## src/rtl/lpc_sync_pkg.sv

```systemverilog
package lpc_sync_pkg;

    localparam int NIB_W = 4;

    localparam logic [NIB_W-1:0] SYNC_SHORT_WAIT = 4'b0101;
    localparam logic [NIB_W-1:0] SYNC_LONG_WAIT  = 4'b0110;
    localparam logic [NIB_W-1:0] SYNC_READY      = 4'b0000;
    localparam logic [NIB_W-1:0] SYNC_READY_MORE = 4'b1001;
    localparam logic [NIB_W-1:0] NIB_TURN        = 4'b1111;

    typedef enum logic [2:0] {
        PH_IDLE,
        PH_SYNC,
        PH_DATA,
        PH_TURN
    } phase_e;

    typedef struct packed {
        logic dma;
        logic rd;
        logic more;
    } cyc_t;

    function automatic logic [NIB_W-1:0] wait_code(input cyc_t c);
        return c.dma ? SYNC_SHORT_WAIT : SYNC_LONG_WAIT;
    endfunction

    function automatic logic [NIB_W-1:0] ready_code(input cyc_t c);
        return (c.dma && c.more) ? SYNC_READY_MORE : SYNC_READY;
    endfunction

endpackage

```

## src/rtl/lpc_sync_ctrl.sv

```systemverilog
module lpc_sync_ctrl
    import lpc_sync_pkg::*;
#(
    parameter int DATA_W  = 8,
    parameter int NIBBLES = DATA_W / NIB_W,
    parameter int IDX_W   = (NIBBLES > 1) ? $clog2(NIBBLES) : 1
) (
    input  logic              clk,
    input  logic              rst,
    input  logic              start,
    input  logic              is_dma,
    input  logic              is_read,
    input  logic              more_pending,
    input  logic              be_ready,
    input  logic [DATA_W-1:0] rd_data,
    input  logic              abort,
    output phase_e            phase,
    output cyc_t              cyc,
    output logic [IDX_W-1:0]  nib_idx,
    output logic [DATA_W-1:0] data_q,
    output logic              done,
    output logic              aborted
);

    localparam logic [IDX_W-1:0] LAST_IDX = IDX_W'(NIBBLES - 1);

    logic active;
    assign active = (phase != PH_IDLE);

    always_ff @(posedge clk) begin
        if (rst) begin
            phase   <= PH_IDLE;
            cyc     <= '0;
            nib_idx <= '0;
            data_q  <= '0;
            aborted <= 1'b0;
        end else begin
            aborted <= 1'b0;
            if (active && abort) begin
                phase   <= PH_IDLE;
                aborted <= 1'b1;
            end else begin
                case (phase)
                    PH_IDLE: begin
                        if (start) begin
                            cyc   <= '{dma: is_dma, rd: is_read, more: more_pending};
                            phase <= PH_SYNC;
                        end
                    end
                    PH_SYNC: begin
                        if (be_ready) begin
                            data_q  <= rd_data;
                            nib_idx <= '0;
                            phase   <= cyc.rd ? PH_DATA : PH_TURN;
                        end
                    end
                    PH_DATA: begin
                        if (nib_idx == LAST_IDX) begin
                            phase <= PH_TURN;
                        end else begin
                            nib_idx <= nib_idx + 1'b1;
                        end
                    end
                    PH_TURN: phase <= PH_IDLE;
                    default: phase <= PH_IDLE;
                endcase
            end
        end
    end

    assign done = (phase == PH_TURN) && !abort;

    AST_START_OPENS_SYNC: assert property (@(posedge clk) disable iff (rst)
        (phase == PH_IDLE && start) |=> (phase == PH_SYNC));

    AST_ABORT_IDLES: assert property (@(posedge clk) disable iff (rst)
        aborted |-> (phase == PH_IDLE && !done));

    AST_START_IGNORED: assert property (@(posedge clk) disable iff (rst)
        (active && start && !abort) |=> (cyc == $past(cyc)));

endmodule

```

## src/rtl/lpc_sync_nibble_mux.sv

```systemverilog
module lpc_sync_nibble_mux
    import lpc_sync_pkg::*;
#(
    parameter int DATA_W  = 8,
    parameter int NIBBLES = DATA_W / NIB_W,
    parameter int IDX_W   = (NIBBLES > 1) ? $clog2(NIBBLES) : 1
) (
    input  phase_e            phase,
    input  cyc_t              cyc,
    input  logic              be_ready,
    input  logic [IDX_W-1:0]  nib_idx,
    input  logic [DATA_W-1:0] data_q,
    output logic [NIB_W-1:0]  nib,
    output logic              drive
);

    logic [NIB_W-1:0] data_nibs [NIBBLES];

    for (genvar g = 0; g < NIBBLES; g++) begin : g_split
        assign data_nibs[g] = data_q[g*NIB_W +: NIB_W];
    end

    always_comb begin
        drive = (phase != PH_IDLE);
        case (phase)
            PH_SYNC: nib = be_ready ? ready_code(cyc) : wait_code(cyc);
            PH_DATA: nib = data_nibs[nib_idx];
            default: nib = NIB_TURN;
        endcase
    end

endmodule

```

## src/rtl/lpc_sync_responder.sv

```systemverilog
module lpc_sync_responder
    import lpc_sync_pkg::*;
#(
    parameter int DATA_W = 8
) (
    input  logic              clk,
    input  logic              rst,
    input  logic              start,
    input  logic              is_dma,
    input  logic              is_read,
    input  logic              more_pending,
    input  logic              be_ready,
    input  logic [DATA_W-1:0] rd_data,
    input  logic              abort,
    output logic [3:0]        lad_out,
    output logic              lad_oe,
    output logic              done,
    output logic              aborted
);

    localparam int NIBBLES = DATA_W / NIB_W;
    localparam int IDX_W   = (NIBBLES > 1) ? $clog2(NIBBLES) : 1;

    phase_e            phase;
    cyc_t              cyc;
    logic [IDX_W-1:0]  nib_idx;
    logic [DATA_W-1:0] data_q;
    logic              drive;

    lpc_sync_ctrl #(.DATA_W(DATA_W), .NIBBLES(NIBBLES), .IDX_W(IDX_W)) u_ctrl (
        .clk          (clk),
        .rst          (rst),
        .start        (start),
        .is_dma       (is_dma),
        .is_read      (is_read),
        .more_pending (more_pending),
        .be_ready     (be_ready),
        .rd_data      (rd_data),
        .abort        (abort),
        .phase        (phase),
        .cyc          (cyc),
        .nib_idx      (nib_idx),
        .data_q       (data_q),
        .done         (done),
        .aborted      (aborted)
    );

    lpc_sync_nibble_mux #(.DATA_W(DATA_W), .NIBBLES(NIBBLES), .IDX_W(IDX_W)) u_mux (
        .phase    (phase),
        .cyc      (cyc),
        .be_ready (be_ready),
        .nib_idx  (nib_idx),
        .data_q   (data_q),
        .nib      (lad_out),
        .drive    (drive)
    );

    assign lad_oe = drive && !abort;

    logic in_wait;
    assign in_wait = (phase == PH_SYNC) && !be_ready;

    AST_WAIT_HELD: assert property (@(posedge clk) disable iff (rst)
        (in_wait && !abort) |=> (in_wait -> lad_out == $past(lad_out)));

    AST_LOW_NIBBLE_NEXT: assert property (@(posedge clk) disable iff (rst)
        (phase == PH_SYNC && be_ready && cyc.rd && !abort)
        |=> (abort || (lad_oe && lad_out == $past(rd_data[3:0]))));

    AST_ABORT_RELEASES: assert property (@(posedge clk) disable iff (rst)
        (abort && phase != PH_IDLE) |-> !lad_oe);

    AST_TURN_RELEASES: assert property (@(posedge clk) disable iff (rst)
        done |=> (!lad_oe && !done));

    AST_IDLE_QUIET: assert property (@(posedge clk) disable iff (rst)
        (phase == PH_IDLE) |-> (!lad_oe && !done && lad_out == NIB_TURN));

endmodule

```

## config.mk

```make
export PLATFORM = sky130hd
export DESIGN_NAME = lpc_sync_responder
export DESIGN_NICKNAME = d
export VERILOG_FILES = /design/src/rtl/lpc_sync_pkg.sv /design/src/rtl/lpc_sync_ctrl.sv /design/src/rtl/lpc_sync_nibble_mux.sv /design/src/rtl/lpc_sync_responder.sv
export SDC_FILE = /design/constraint.sdc
export NUM_CORES = 1
export LEC_CHECK = 0
export BUFFER_PORTS_ARGS = -buffer_cell sky130_fd_sc_hd__buf_2
export CORE_MARGIN = 1
export CORE_UTILIZATION = 48
export DETAILED_ROUTE_END_ITERATION = 12
export GPL_ROUTABILITY_DRIVEN = 0
export PLACE_DENSITY = 0.86
export RECOVER_POWER = 25
export SLEW_MARGIN = 20
export SYNTH_ARGS = -nofsm -noshare
export SYNTH_HDL_FRONTEND = slang
export SYNTH_SLANG_ARGS = --single-unit
```

## constraint.sdc

```tcl
create_clock -name clk -period 2.23 [get_ports clk]
set_input_delay 0.1115 -clock clk [delete_from_list [all_inputs] [get_ports clk]]
set_output_delay 0.1115 -clock clk [all_outputs]
set_load 0.03 [all_outputs]
```

==> results.txt <==
----------------------------------------------------
[Final layout]
  Ratio of cells with drive above 1 in the final layout ... 22.7%
  Layout filler cell count ... 149
  Diode insertion count for antenna repair ... 0
  Number of non-filler instances in the completed layout ... 135
  Most frequent standard cell in the layout excluding fill and tap cells ... sky130_fd_sc_hd__buf_2
  NumNets Final ... 142
  Final std cell area, no fill ... 941 µm²
  Area growth from synthesis to layout ... 15.3%
  Leading cell types in the layout, fill and taps excluded ... 20 x sky130_fd_sc_hd__buf_2, 15 x sky130_fd_sc_hd__nand3_1, 15 x sky130_fd_sc_hd__dfxtp_1

[Pwr]
  Power per cell area ... 1130 mW/mm²
  Design Power ... 1.07 mW
  Sequential group share of total power ... 33.2%
  Internal ... 0.573 mW
  Combinational share of power ... 51.9%
  Lkg Pwr ... 0.379 nW
  Net switching power ... 0.492 mW
  Switching Fraction ... 46.2%
  Worst vdd rail ir drop ... 0.555 mV
  Relative contribution of the clock network to total power ... 14.9%

[Timing]
  Clk_skew ... 0.00849 ns
  Rel. slew slack ... 61.2%
  Count of final setup violators ... 0
  Number of pins with negative max-slew slack in the final report ... 0
  Hold Fails Final Rpt ... 0
  Actual transition at the worst max-transition pin ... 0.580 ns
  Final sum of negative setup slack ... 0 ns
  Minimum period implied by the final worst setup slack ... 2.03 ns
  Minimum hold slack ... 0.0642 ns
  Highest clock rate ... 492 MHz
  Unrepaired setup endpoints after global routing ... false
  Share of the clock period used by the worst path after layout ... 91.1%

[GRT]
  Maximum number of pins on one net before global-route repair ... 17
  Grt ovf ... 0
  First-pass GRT wire length ... 2970 µm
  Antenna violations before repair ... 0
  Global-route total usage across every layer ... 21.5%
  Number of global-route vias before repair ... 705

[Worst setup path]
  Signal arrival time at the worst endpoint ... 1.92 ns
  Data required, critical path ... 2.12 ns
  Critical path class ... flop to primary output
  Launching element type of the critical path ... flop
  Worst Reg2Reg Path Length in Cells ... 5
  Biggest fanout along the worst timing path ... 10
  Worst r2r src ... u_ctrl.phase[0]
  Critical path endpoint category ... primary output
  Worst setup slack for register-to-register paths ... 0.56 ns
  R2r endpoint ... u_ctrl.data_q[5]

[CTS]
  Number of sinks driven by the clock tree ... 15
  Clk root buf ... sky130_fd_sc_hd__clkbuf_4
  Number of resized instances in the post-cts repair step ... 0
  Worst-Skew Late Latency ... 0.29 ns
  Largest buffer count on any clock path ... 2
  TritonCTS clock tree ... built
  Hold-fix buffers, CTS ... 0
  Number of clock buffers inserted by TritonCTS ... 3
  Post-CTS Setup Inserts ... 0
  Clock transition at the registers of the reported paths ... 0.10 ns
  Count of H-tree levels built during CTS ... 1

[Die]
  Initial core utilization ... 52.9%
  Number of ports placed on the die boundary ... 23
  Height of the die ... 43.2 µm
  Floorplan Core Area ... 0.00154 mm²
  Count of standard-cell rows ... 14
  Total Die Area ... 0.00187 mm²
  Floorplan die width ... 43.2 µm

[Place]
  Quantity of I/O buffers inserted on ports ... 22
  Detail Placement HPWL ... 1340 µm
  Cell area after placement ... 916 µm²
  Count of placed standard cells including taps ... 131

[Flow run]
  Maximum capacitance violations ... 0

[Detailed routing]
  DRC violations left ... 0
  Total routed wirelength ... 1770 µm
  Routed Antenna Nets ... 0
  Initial drt markers ... 21
  First-pass detailed-route iteration total ... 4
  Number of vias in the routed layout ... 777
  Average wire length per cell after detail routing ... 13.1 µm
  Vias per cell ... 5.76

[Run status]
  Status ... completed

[Hold path]
  Worst min-delay path category ... primary input to flop
  Worst Hold End ... u_ctrl.data_q[4]
  Beginning of the worst hold path ... rd_data[4]
  Hold path depth ... 3

[Yosys]
  Synthesized area ... 816 µm²
  Average cell area after synthesis ... 8.32 µm²
  Seq cells post-synth ... 15
  Cell variety after synth ... 23
  Sequential share of the synthesized area ... 36.8%
  Number of nets produced by synthesis ... 120
  Count of yosys warnings during synthesis ... 0
  Cell count after synthesis ... 98

----------------------------------------------------
-- cell families (layout without fill, tap and decap cells) --
| family | count (synthesis) | after routing | share of synthesized area, % |
|---|---|---|---|
| and+or+nand+nor | 33 | 33 | 19.9 |
| AOI/OAI and AO/OA | 27 | 27 | 19.9 |
| DFF | 15 | 15 | 36.8 |
| buffers and inverters | 11 | 32 | 6.44 |
| adders and majority gates | 6 | 6 | 9.20 |
| muxes | 6 | 6 | 7.67 |
-- critical path: stages, from the launching register on --
cell and delay (ns):
sky130_fd_sc_hd__dfxtp_1 0.41, sky130_fd_sc_hd__inv_1 0.10, sky130_fd_sc_hd__ha_1 0.25, sky130_fd_sc_hd__nand2_1 0.25, sky130_fd_sc_hd__o21ai_0 0.17, sky130_fd_sc_hd__a221o_1 0.28
sky130_fd_sc_hd__buf_2 0.18
-- power by group through the flow --
stage               combinational (mW)  clock (mW)  sequential, mW
floorplan                        0.441           0           0.347
global placement                 0.539           0           0.356
detailed placement               0.553           0           0.358
CTS                              0.557       0.159           0.353
global route                     0.611       0.174           0.360
finish                           0.553       0.159           0.353
-- synthesized netlist by cell type --
cell	n	share of area [%]
sky130_fd_sc_hd__dfxtp_1	15	37
sky130_fd_sc_hd__nand3_1	15	9.2
sky130_fd_sc_hd__a21oi_1	12	7.4
sky130_fd_sc_hd__o21ai_0	9	5.5
sky130_fd_sc_hd__nand2_1	7	3.2
sky130_fd_sc_hd__ha_1	6	9.2
sky130_fd_sc_hd__inv_1	6	2.8
sky130_fd_sc_hd__mux2i_1	4	4.9
sky130_fd_sc_hd__nor2b_1	4	3.1
sky130_fd_sc_hd__buf_2	3	1.8
sky130_fd_sc_hd__nor2_1	3	1.4
sky130_fd_sc_hd__mux2_2	2	2.8
sky130_fd_sc_hd__nand2b_1	2	1.5
sky130_fd_sc_hd__a221o_1	1	1.2
sky130_fd_sc_hd__a221oi_2	1	1.8
sky130_fd_sc_hd__and2_1	1	0.77
sky130_fd_sc_hd__buf_6	1	1.4
sky130_fd_sc_hd__clkbuf_1	1	0.46
sky130_fd_sc_hd__o21bai_1	1	0.92
sky130_fd_sc_hd__o221ai_1	1	1.1
sky130_fd_sc_hd__o311ai_0	1	1.1
sky130_fd_sc_hd__o31ai_1	1	0.92
sky130_fd_sc_hd__or3_1	1	0.77
-- layout make-up --
class,count,area [µm²],area share (%)
sequential,15,300,31.9
clock inverter,1,5.00,0.532
multi-input combinational,72,463,49.2
tap,16,20.0,2.13
clock buffer,3,22.5,2.39
inverter,6,22.5,2.39
timing repair buffer,22,108,11.4
-- registers in the layout, summed over array words and instances (netlist names) --
name            cells
u_ctrl.aborted      1
u_ctrl.phase        2
u_ctrl.nib_idx      1
u_ctrl.cyc          3
u_ctrl.data_q       8
-- stage by stage --
stage	utilization (%)	setup slack (ns)
final	61.0	0.199
after global routing	61.0	0.0550
after CTS	61.2	0.214
after detailed placement	59.4	0.555
after global placement	59.4	0.636
after floorplan	-	0.770
-- worst max path at each step --
stage                                from         end  cells past startpoint
after detailed placement  u_ctrl.phase[1]  lad_out[0]                      6
final                     u_ctrl.phase[1]  lad_out[0]                      6
after global placement    u_ctrl.phase[1]  lad_out[0]                      6
after CTS                 u_ctrl.phase[1]  lad_out[0]                      6
after global routing      u_ctrl.phase[1]  lad_out[3]                      6
after floorplan           u_ctrl.phase[1]  lad_out[0]                      5
-- routing by layer --
layer,track usage (%),part of all wire (%),up-vias
li1,-,-,388
met1,26.4,43,348
met2,35.8,48,35
met3,5.11,7.1,6
met4,7.88,1.8,0
met5,0,0,-
No activity file was read; power rests on OpenSTA's default activity.
